$ cat src/rtl/scl_div_pkg.sv
package scl_div_pkg;

    // Action chosen for the counter in a given cycle
    typedef enum logic [2:0] {
        ACT_IDLE,   // hold state
        ACT_LOAD,   // load divider, run
        ACT_HALT,   // operation complete, stop and freeze
        ACT_COUNT,  // decrement
        ACT_WRAP,   // rollover with automatic reload
        ACT_STOP    // rollover, one-shot stop
    } div_act_e;

endpackage

$ cat src/rtl/scl_div_arbiter.sv
module scl_div_arbiter
    import scl_div_pkg::*;
#(
    parameter bit AUTO_RELOAD = 1'b1
) (
    input  logic     start_i,
    input  logic     done_i,
    input  logic     reload_i,
    input  logic     phase_i,
    input  logic     run_i,
    input  logic     zero_i,
    output div_act_e act_o,
    output logic     tick_o
);

    div_act_e roll_act;

    // Mode variant: what a rollover does to the counter
    generate
        if (AUTO_RELOAD) begin : g_auto
            assign roll_act = ACT_WRAP;
        end else begin : g_oneshot
            assign roll_act = ACT_STOP;
        end
    endgenerate

    always_comb begin
        act_o = ACT_IDLE;
        if (start_i) begin
            act_o = ACT_LOAD;
        end else if (done_i) begin
            act_o = ACT_HALT;
        end else if (reload_i) begin
            act_o = ACT_LOAD;
        end else if (run_i && phase_i) begin
            act_o = zero_i ? roll_act : ACT_COUNT;
        end
    end

    assign tick_o = run_i && phase_i && zero_i && !start_i && !done_i;

endmodule

$ cat src/rtl/scl_div_core.sv
module scl_div_core
    import scl_div_pkg::*;
#(
    parameter int DIV_W = 7
) (
    input  logic             clk,
    input  logic             rst,
    input  div_act_e         act_i,
    input  logic [DIV_W-1:0] load_i,
    output logic             run_o,
    output logic             zero_o
);

    typedef struct packed {
        logic [DIV_W-1:0] count;
        logic             run;
    } div_state_t;

    div_state_t st_d, st_q;

    always_comb begin
        st_d = st_q;
        case (act_i)
            ACT_LOAD: begin
                st_d.count = load_i;
                st_d.run   = 1'b1;
            end
            ACT_WRAP: begin
                st_d.count = load_i;
                st_d.run   = 1'b1;
            end
            ACT_HALT:  st_d.run   = 1'b0;
            ACT_STOP:  st_d.run   = 1'b0;
            ACT_COUNT: st_d.count = st_q.count - DIV_W'(1);
            default:   st_d = st_q;
        endcase
    end

    always_ff @(posedge clk) begin
        if (rst) begin
            st_q <= '0;
        end else begin
            st_q <= st_d;
        end
    end

    assign run_o  = st_q.run;
    assign zero_o = (st_q.count == '0);


    load_chk: assert property (@(posedge clk) disable iff (rst)
        act_i == ACT_LOAD |=> st_q.run && st_q.count == $past(load_i));


    dec_step_chk: assert property (@(posedge clk) disable iff (rst)
        act_i == ACT_COUNT |=> st_q.count == $past(st_q.count) - DIV_W'(1));


    wrap_reload_chk: assert property (@(posedge clk) disable iff (rst)
        act_i == ACT_WRAP |=> st_q.run && st_q.count == $past(load_i));


    halt_chk: assert property (@(posedge clk) disable iff (rst)
        act_i == ACT_HALT |=> !st_q.run);


    reset_clear_chk: assert property (@(posedge clk)
        rst |=> !st_q.run && st_q.count == '0);

endmodule

$ cat src/rtl/scl_rate_divider.sv
module scl_rate_divider
    import scl_div_pkg::*;
#(
    parameter int REG_W       = 8,
    parameter int DIV_W       = 7,
    parameter bit AUTO_RELOAD = 1'b1
) (
    input  logic             clk,
    input  logic             rst,
    input  logic             phase_en,
    input  logic [REG_W-1:0] div_value,
    input  logic             start,
    input  logic             reload_req,
    input  logic             op_done,
    output logic             tick,
    output logic             running
);

    div_act_e         act;
    logic             zero;
    logic [DIV_W-1:0] div_lo;

    // Only the low DIV_W bits of the divider register matter
    assign div_lo = div_value[DIV_W-1:0];

    generate
        if (REG_W > DIV_W) begin : g_hi_bits
            logic unused_hi;
            assign unused_hi = ^div_value[REG_W-1:DIV_W];
        end
    endgenerate

    scl_div_arbiter #(
        .AUTO_RELOAD(AUTO_RELOAD)
    ) i_arbiter (
        .start_i (start),
        .done_i  (op_done),
        .reload_i(reload_req),
        .phase_i (phase_en),
        .run_i   (running),
        .zero_i  (zero),
        .act_o   (act),
        .tick_o  (tick)
    );

    scl_div_core #(
        .DIV_W(DIV_W)
    ) i_core (
        .clk   (clk),
        .rst   (rst),
        .act_i (act),
        .load_i(div_lo),
        .run_o (running),
        .zero_o(zero)
    );


    tick_gate_chk: assert property (@(posedge clk) disable iff (rst)
        tick |-> phase_en && running && !op_done && !start);


    start_wins_chk: assert property (@(posedge clk) disable iff (rst)
        start && op_done |=> running);


    done_stops_chk: assert property (@(posedge clk) disable iff (rst)
        op_done && !start |=> !running && !tick);

    generate
        if (AUTO_RELOAD) begin : g_auto_chk

            keeps_running_chk: assert property (@(posedge clk) disable iff (rst)
                tick |=> running);
        end else begin : g_oneshot_chk

            oneshot_stop_chk: assert property (@(posedge clk) disable iff (rst)
                tick && !reload_req && !start |=> !running);
        end
    endgenerate

endmodule

$ cat config.mk
export PLATFORM = sky130hd
export DESIGN_NAME = scl_rate_divider
export DESIGN_NICKNAME = d
export VERILOG_FILES = /design/src/rtl/scl_div_pkg.sv /design/src/rtl/scl_div_arbiter.sv /design/src/rtl/scl_div_core.sv /design/src/rtl/scl_rate_divider.sv
export SDC_FILE = /design/constraint.sdc
export NUM_CORES = 1
export LEC_CHECK = 0
export BUFFER_PORTS_ARGS = -buffer_cell sky130_fd_sc_hd__clkbuf_2
export CAP_MARGIN = 15
export CORE_MARGIN = 4
export CORE_UTILIZATION = 45
export DETAILED_ROUTE_END_ITERATION = 10
export GPL_TIMING_DRIVEN = 0
export PLACE_DENSITY = 0.7
export REMOVE_ABC_BUFFERS = 1
export SETUP_SLACK_MARGIN = 0.05
export SYNTH_ARGS = -nofsm -noshare
export SYNTH_HDL_FRONTEND = slang
export SYNTH_SLANG_ARGS = --single-unit
$ cat constraint.sdc
create_clock -name clk -period 2 [get_ports clk]
set_input_delay 0.4 -clock clk [delete_from_list [all_inputs] [get_ports clk]]
set_output_delay 0.4 -clock clk [all_outputs]
set_load 0.01 [all_outputs]
---- Word level (Yosys, flattened, before mapping) ----
Cells that the tools add are included.
word-level totals
  memories ................................ 0
  RAM bits ................................ 0
  bits in latches ......................... 0
  flip-flop bits (word level) ............. 8
  bits of input ports ..................... 14
  memory bits (read-only) ................. 0
operators by class
  div/mod/pow operators ................... 0
  order comparisons ....................... 0
  reduce and logical (&&, ||, !) cells .... 11
  $add $sub $neg .......................... 1
  multiply operators ...................... 0
  equality and inequality tests ........... 5
  mux-type cells .......................... 7
  bitwise gates (word level) .............. 0
  shift-type cells ........................ 0
operators with widths
  cell                 number
  $mux 3               5
  $pmux 7 s2           1
  $logic_not 7->1      1
  $sub 7x1->7 const B  1
  $eq 3x2->1 const B   2
  $eq 3x3->1 const B   2
  $logic_and 1x1->1    4
  $reduce_bool 2->1    2
  $reduce_or 2->1      2
  $eq 3x1->1 const B   1
  $logic_not 1->1      2
  $pmux 1 s2           1

---- Depth between registers and ports, before layout ----
Gate-level depths: netlist (run 1).
  depth in word-level cells ............... 9
  mapped depth ............................ 6
  mapped depth without buffers ............ 6

---- Modules after synthesis ----
A second synthesis (run 1) with hierarchy kept.
unflattened totals
  cells, all modules ...................... 74
  area total of the unflattened synthesis .. 571.8 um^2
by module, submodules not included
  module           cells each  area each (um^2)  instances  sequential area each (um^2)
  scl_div_core     66          516.7             1          160.2
  scl_div_arbiter  8           55.1              1          0.0

---- Worst setup path before layout (run 1) ----
No wires, ideal clock.
  path type ............................... register to output
  start point ............................. register i_core.st_q[3] (netlist name)
  end point ............................... output port tick
  data required time ...................... 1.600 ns
  arrival time ............................ 1.513 ns
  setup slack ............................. 0.087 ns
  cell stages (with the launch flop) ...... 4
  cell sequence ........................... dfxtp_1 or4_4 or3_1 nor3_1
between the ends
  longest elaborated chain between the ends .. 4
ends and longest elaborated chain
  element                          line                    text
  start, declared                  scl_div_core.sv:19      div_state_t st_d, st_q;
  start signal, assigned           scl_div_core.sv:43      st_q <= st_d;
  $logic_not 7->1                  scl_div_core.sv:48      assign zero_o = (st_q.count == '0);
  $logic_and 1x1->1 (3 in series)  scl_div_arbiter.sv:40   assign tick_o = run_i && phase_i && zero_i && !start_i && !done_i;
  end, declared                    scl_rate_divider.sv:15  output logic tick,
No other way between the ends.

---- Final worst setup path (run 1) ----
  start point ............................. register i_core.st_q[6] (netlist name)
  end point ............................... output port tick
The elaborated chain is that of the path after synthesis.

==> flow_summary.ini, run 1 <==
[critical_path]
crit_end = tick
r2r_start = i_core.st_q[1]
reg2regPathDepth = 6
reg2reg_to = i_core.st_q[3]
critPathArrivalTime_ns = 1.71
path_class = flop to output pin
worstPathMaxFanout = 2
end_kind = output pin
regToRegSetupSlack_ns = 0.17
required_ns = 1.60
critPathLaunch = i_core.st_q[6]
start_kind = flop

[logic_synthesis]
syn_area_per_cell_um2 = 8.65
synth_largest_area_cell = dfxtp_1
yosys.area.top_type_share_pct = 26.4
seq_area_frac_synth_pct = 26.4
synth_cell_types = 32
syn_area_um2 = 606
synth_warnings = 0
syn_inst = 70
yosys-top-cells-area = dfxtp_1 (26%), a221oi_2 (5.0%), nand4bb_4 (4.5%), a21oi_1 (4.1%), ha_1 (4.1%)
ys_ff_latch = 8

[sta]
tightest_slew_ns = 0.538
fin_crit_ns = 2.11
finalHoldViolCount = 0
post-route-period-util_pct = 105
worst_slack_ns = -0.109
max_freq_ghz = 0.474
slew_viol_final = 0
finalSetupViolCount = 1
relSlewSlack_pct = 64.0
clock-skew-final_ns = 0.00819
tns_ns = -0.109
holdWs_ns = 0.369
rsz0062_at_grt = yes

[cells_and_area]
antenna_cells = 0
final_cell_mix = clkbuf_2 (13), dfxtp_1 (7), inv_1 (5), nor2_1 (5), a21oi_1 (5)
post-route-util_pct = 61.1
area_delta_synth_final_pct = 19.6
final_net_count = 105
drive_gt1_share_pct = 32.2
layout_commonest_cell = clkbuf_2
nFillCells = 111

[global_route]
gr-usage-all-layers_pct = 16.9
grt_max_degree = 11
grt_pass1_vias = 565
grt_pass1_wl_um = 2370
gr-total-overflow = 0
antenna_found_initial = 0

[floorplan]
dieArea_um2 = 2000
io_pins = 16
initial_utilization_pct = 51.1
die_h_um = 44.7
die_x_um = 44.7
rows = 12
core_area_um2 = 1190

[cts]
clk_pin_slew_ns = 0.06
ctsHoldBuffers = 0
cts.path.max_buffers = 2
numCtsBuffers = 3
cts_tree = built
cts_sinks = 8
cts_root_buf = clkbuf_4
clk_latency_ns = 0.27
htreeDepth = 1

[drt]
viasPerCell = 6.08
drt_iter0_markers = 7
first_pass_iters = 4
drc = 0
detail-route-antenna-nets = 0
num_vias = 614
totalWireLength_um = 1460
wl_per_cell_um = 14.4

[status]
status = complete, but fails checks
violations = negative setup slack

[pwr]
p_sw_share_pct = 33.4
power.share.sequential_pct = 41.8
pwr-share-comb_pct = 28.7
pwr-share-clk_pct = 29.5
switchingPower_mw = 0.150
p_int_mw = 0.300
power_density_nw_per_um2 = 620
peakVddDrop_uv = 442
p_leak_nw = 0.284

[placement]
dp_slack_ns = 0.0322
io_buffers = 14
gp_congestion = 0.809
hpwl_um = 1060

[flow_run]
maxCapViolCount = 0

[worst_hold_path]
hp-class = primary input to flop
## layout make-up
class | count | area (um^2) | share of cell area, %
timing repair buffer | 16 | 85.1 | 11.7
tap | 14 | 17.5 | 2.42
sequential | 8 | 161 | 22.3
multi-input combinational | 55 | 419 | 57.9
clock buffer | 3 | 22.5 | 3.11
inverter | 5 | 18.8 | 2.59
## Yosys cell counts, drive strengths merged
library cell  count
nor3b             2
a22oi             1
and2              1
dfxtp             8
nor4              1
o32ai             2
ha                2
mux2i             1
a31oi             2
a221oi            2
nand2             4
nor3              4
a21oi             5
o2bb2ai           1
o21ai             2
nand4bb           1
o21bai            1
nand3             4
a2111oi           1
a211oi            3
inv               5
nand2b            4
buf               1
a32o              1
or3               1
nor2              5
o31ai             1
a211o             2
clkbuf            1
or4               1
## layer usage
metal | track usage (%) | wire length (um) | vias to the layer above
li1 | - | - | 310
met1 | 18.6 | 610 | 282
met2 | 25.2 | 690 | 15
met3 | 8.13 | 107 | 7
met4 | 11.4 | 51 | 0
met5 | 0 | 0 | -
## cell families (layout without fill, tap and decap cells)
group           after synthesis  count (layout)  synth area share [%]
buf+inv                       7              24                  4.34
fa+ha+maj                     2               2                  4.13
mux                           1               1                  1.65
flops                         8               8                  26.4
simple gates                 28              28                  29.8
compound gates               24              24                  33.7
## sequential cells by signal (all words and copies together) (netlist names)
register	flops
i_core.st_q	7
i_core.run_o	1
## worst max-delay path, cell delays in order, from the launching register on
cell and delay [ns]:
dfxtp_2 0.33, or4_4 0.53, or3_1 0.31, nor3_1 0.12, buf_2 0.15
## worst min path at each step
stage | start | end | cells past startpoint
global route | div_value[0] | i_core.st_q[1] | 3
global placement | i_core.st_q[5] | i_core.st_q[5] | 2
floorplan | i_core.st_q[5] | i_core.st_q[5] | 2
finish | div_value[0] | i_core.st_q[1] | 3
CTS | div_value[0] | i_core.st_q[1] | 3
detailed placement | i_core.st_q[5] | i_core.st_q[5] | 2
## through the flow
step,area (um^2),std cells,total power [mW]
2_1_floorplan,598,68,0.273
3_3_place_gp,686,96,0.309
3_5_place_dp,686,96,0.310
4_1_cts,724,101,0.446
5_1_grt,724,101,0.471
6_report,724,101,0.449
## timing repair
item                       in CTS  in global routing
resized for setup               1                  1
setup endpoints to repair       1                  2
setup buffers                   2                  0
pin swaps                       3                  2
## power by group through the flow
stage / registers (mW) / logic (mW) / clock network [mW]
finish: 0.188 / 0.129 / 0.133
global route: 0.190 / 0.143 / 0.139
CTS: 0.187 / 0.128 / 0.131
detailed placement: 0.190 / 0.120 / 0
global placement: 0.191 / 0.119 / 0
floorplan: 0.188 / 0.0846 / 0
Note: power is estimated with default switching activity, not from simulation.
==> inputs of run 2 (changes only) <==
--- a/config.mk
+++ b/config.mk
@@ -7,13 +7,15 @@
 export LEC_CHECK = 0
 export BUFFER_PORTS_ARGS = -buffer_cell sky130_fd_sc_hd__clkbuf_2
 export CAP_MARGIN = 15
-export CORE_MARGIN = 4
-export CORE_UTILIZATION = 45
+export CORE_AREA = 4 4 41 43
+export CTS_CLUSTER_DIAMETER = 80
 export DETAILED_ROUTE_END_ITERATION = 10
+export DIE_AREA = 0 0 45 47
 export GPL_TIMING_DRIVEN = 0
-export PLACE_DENSITY = 0.7
+export PLACE_DENSITY = 0.68
 export REMOVE_ABC_BUFFERS = 1
 export SETUP_SLACK_MARGIN = 0.05
 export SYNTH_ARGS = -nofsm -noshare
 export SYNTH_HDL_FRONTEND = slang
+export SYNTH_HIERARCHICAL = 1
 export SYNTH_SLANG_ARGS = --single-unit
==> flow_summary.ini, run 2 <==
[critical_path]
cp_num_buf_inv = 3
cp_common_cell = buf_4
path_class = flop to flop
max_stage_delay_ns = 0.32
reg2regPathDepth = 12
worstPathMaxFanout = 10
start_kind = flop
critPathTopFamily = simple AND/OR/NAND/NOR gates
path_cells = inv_2 -> ha_4 -> nand2b_4 -> nor4b_4 -> nand3_2 -> nor4_4 -> buf_4 -> buf_4 -> nand3b_4 -> and2_2 -> o22ai_1 -> a21oi_1
required_ns = 2.19
crit_slowest_cell = dfxtp_2
path_depth = 12
end_kind = flop
critPathArrivalTime_ns = 2.44

[status]
violations = negative setup slack
status = complete, but fails checks

[sta]
clock-skew-final_ns = 0.00812
holdWs_ns = 0.421
finalSetupViolCount = 9
tightest_slew_ns = 0.515
slew_viol_final = 0
rsz0062_at_grt = yes
max_freq_ghz = 0.445
fin_crit_ns = 2.25
finalHoldViolCount = 0
worst_slack_ns = -0.250
relSlewSlack_pct = 65.4
post-route-period-util_pct = 112

[drt]
detail-route-antenna-nets = 0
drc = 0
viasPerCell = 5.81
num_vias = 674
wl_per_cell_um = 15.3
totalWireLength_um = 1780
drt_iter0_markers = 13
first_pass_iters = 4

[logic_synthesis]
yosysMostFrequentCell = nor2_1
syn_area_per_cell_um2 = 7.73
synth_ff_type = dfxtp_1
syn_area_um2 = 572
synth-edff-count = 0
seq_area_frac_synth_pct = 28.0
syn_inst = 74
yosys-top-cells-area = dfxtp_1 (28%), a21oi_1 (7.9%), nor2_1 (7.2%), o21ai_0 (4.4%), a21o_1 (3.9%)
ys_ff_latch = 8
synth_warnings = 6
synth_cell_types = 33
synth_largest_area_cell = dfxtp_1
yosys.area.top_type_share_pct = 28.0
async_flop_share_pct = 0
yosys-top-cells-count = nor2_1 (11), a21oi_1 (9), dfxtp_1 (8), nand2_1 (5), o21ai_0 (5)

[placement]
gp_congestion = 0.746
place_area_um2 = 647
io_buffers = 14
dp_slack_ns = -1.26
hpwl_um = 931

[global_route]
grt_pass1_vias = 596
grt_pass1_wl_um = 2560
grt_use_met2_pct = 31.1
met1_usage_pct = 17.8
grtUsageMet3_pct = 7.28
gr-usage-all-layers_pct = 16.8
grt-busiest-layer = met2
antenna_found_initial = 0
gr-total-overflow = 0
grt_max_degree = 11

[worst_hold_path]
hold_depth = 3
hp-class = primary input to flop

[cells_and_area]
stdcell_area_um2 = 875
antenna_cells = 0
drive_gt1_share_pct = 50.5
largest_reg_flops = 7
final_cell_mix = clkbuf_2 (13), buf_4 (12), nor2_1 (10)
final_net_count = 118
largest-register = i_core/st_q
layout_commonest_cell = clkbuf_2
area_delta_synth_final_pct = 53.0

[cts]
htreeDepth = 1
clk_pin_slew_ns = 0.06
numCtsBuffers = 3
cts_root_buf = clkbuf_4
cts_sinks = 8
clk_latency_ns = 0.26
cts_tree = built
cts.path.max_buffers = 2

[pwr]
peakVddDrop_uv = 480
p_leak_nw = 0.380
power_density_nw_per_um2 = 576

[floorplan]
die_h_um = 47
dieArea_um2 = 2120
io_pins = 16
core_area_um2 = 1300
die_x_um = 45
rows = 13
initial_utilization_pct = 43.9

[flow_run]
maxCapViolCount = 0
run 2: worst paths after layout:
| check | startpoint | endpoint | slack, ns |
|---|---|---|---|
| min reg2reg | i_core/st_q[5] | i_core/st_q[5] | 0.52 |
| max reg2reg | i_core/st_q[2] | i_core/st_q[3] | -0.25 |
| max | i_core/st_q[2] | i_core/st_q[3] | -0.25 |
| min | div_value[0] | i_core/st_q[1] | 0.42 |
run 2: worst min-delay path: cells and delay by family:
| family | cells | cell delay, ns |
|---|---|---|
| compound gates | 2 | 0.14 |
| buf+inv | 1 | 0.09 |
run 2: timing repair:
| action | CTS | global route |
|---|---|---|
| endpoints found under the setup margin | 9 | 9 |
| gates cloned | 1 | 0 |
| hold buffers | 0 | 0 |
| buffers inserted | 7 | 5 |
| pin swaps | 9 | 6 |
| resized for setup | 19 | 9 |
run 2: cell families after synthesis:
kind of cell | after synthesis | share of synthesized area, %
and+or+nand+nor | 34 | 37.4
AOI/OAI and AO/OA | 24 | 26.3
buffers and inverters | 6 | 4.38
DFF | 8 | 28.0
adders and majority gates | 1 | 2.19
muxes | 1 | 1.75
run 2: metrics by stage:
step	utilization (%)	total power, mW	setup TNS, ns	cells
2_1_floorplan	-	0.274	-4.62	71
3_3_place_gp	49.7	0.308	-8.95	100
3_5_place_dp	49.7	0.311	-9.36	100
4_1_cts	62.5	0.483	-2.63	111
5_1_grt	67.2	0.534	-2.88	116
6_report	67.2	0.504	-1.76	116
run 2: routing by layer:
layer | up-vias | part of all wire (%)
met5 | - | 0
met4 | 0 | 1.7
met3 | 4 | 4.6
met2 | 16 | 53
met1 | 322 | 41
li1 | 332 | -
run 2: cell type report:
class                      instances  area [um^2]
tap                               15         18.8
inverter                           3         11.3
clock buffer                       3         22.5
fill                             112          427
timing repair buffer              26          160
multi-input combinational         61          499
sequential                         8          163
run 2: power breakdown:
| group | internal (mW) | leakage, nW | switching (mW) |
|---|---|---|---|
| logic | 0.0891 | 0.300 | 0.0946 |
| clock network | 0.0691 | 0.0138 | 0.0613 |
| registers | 0.176 | 0.0669 | 0.0144 |
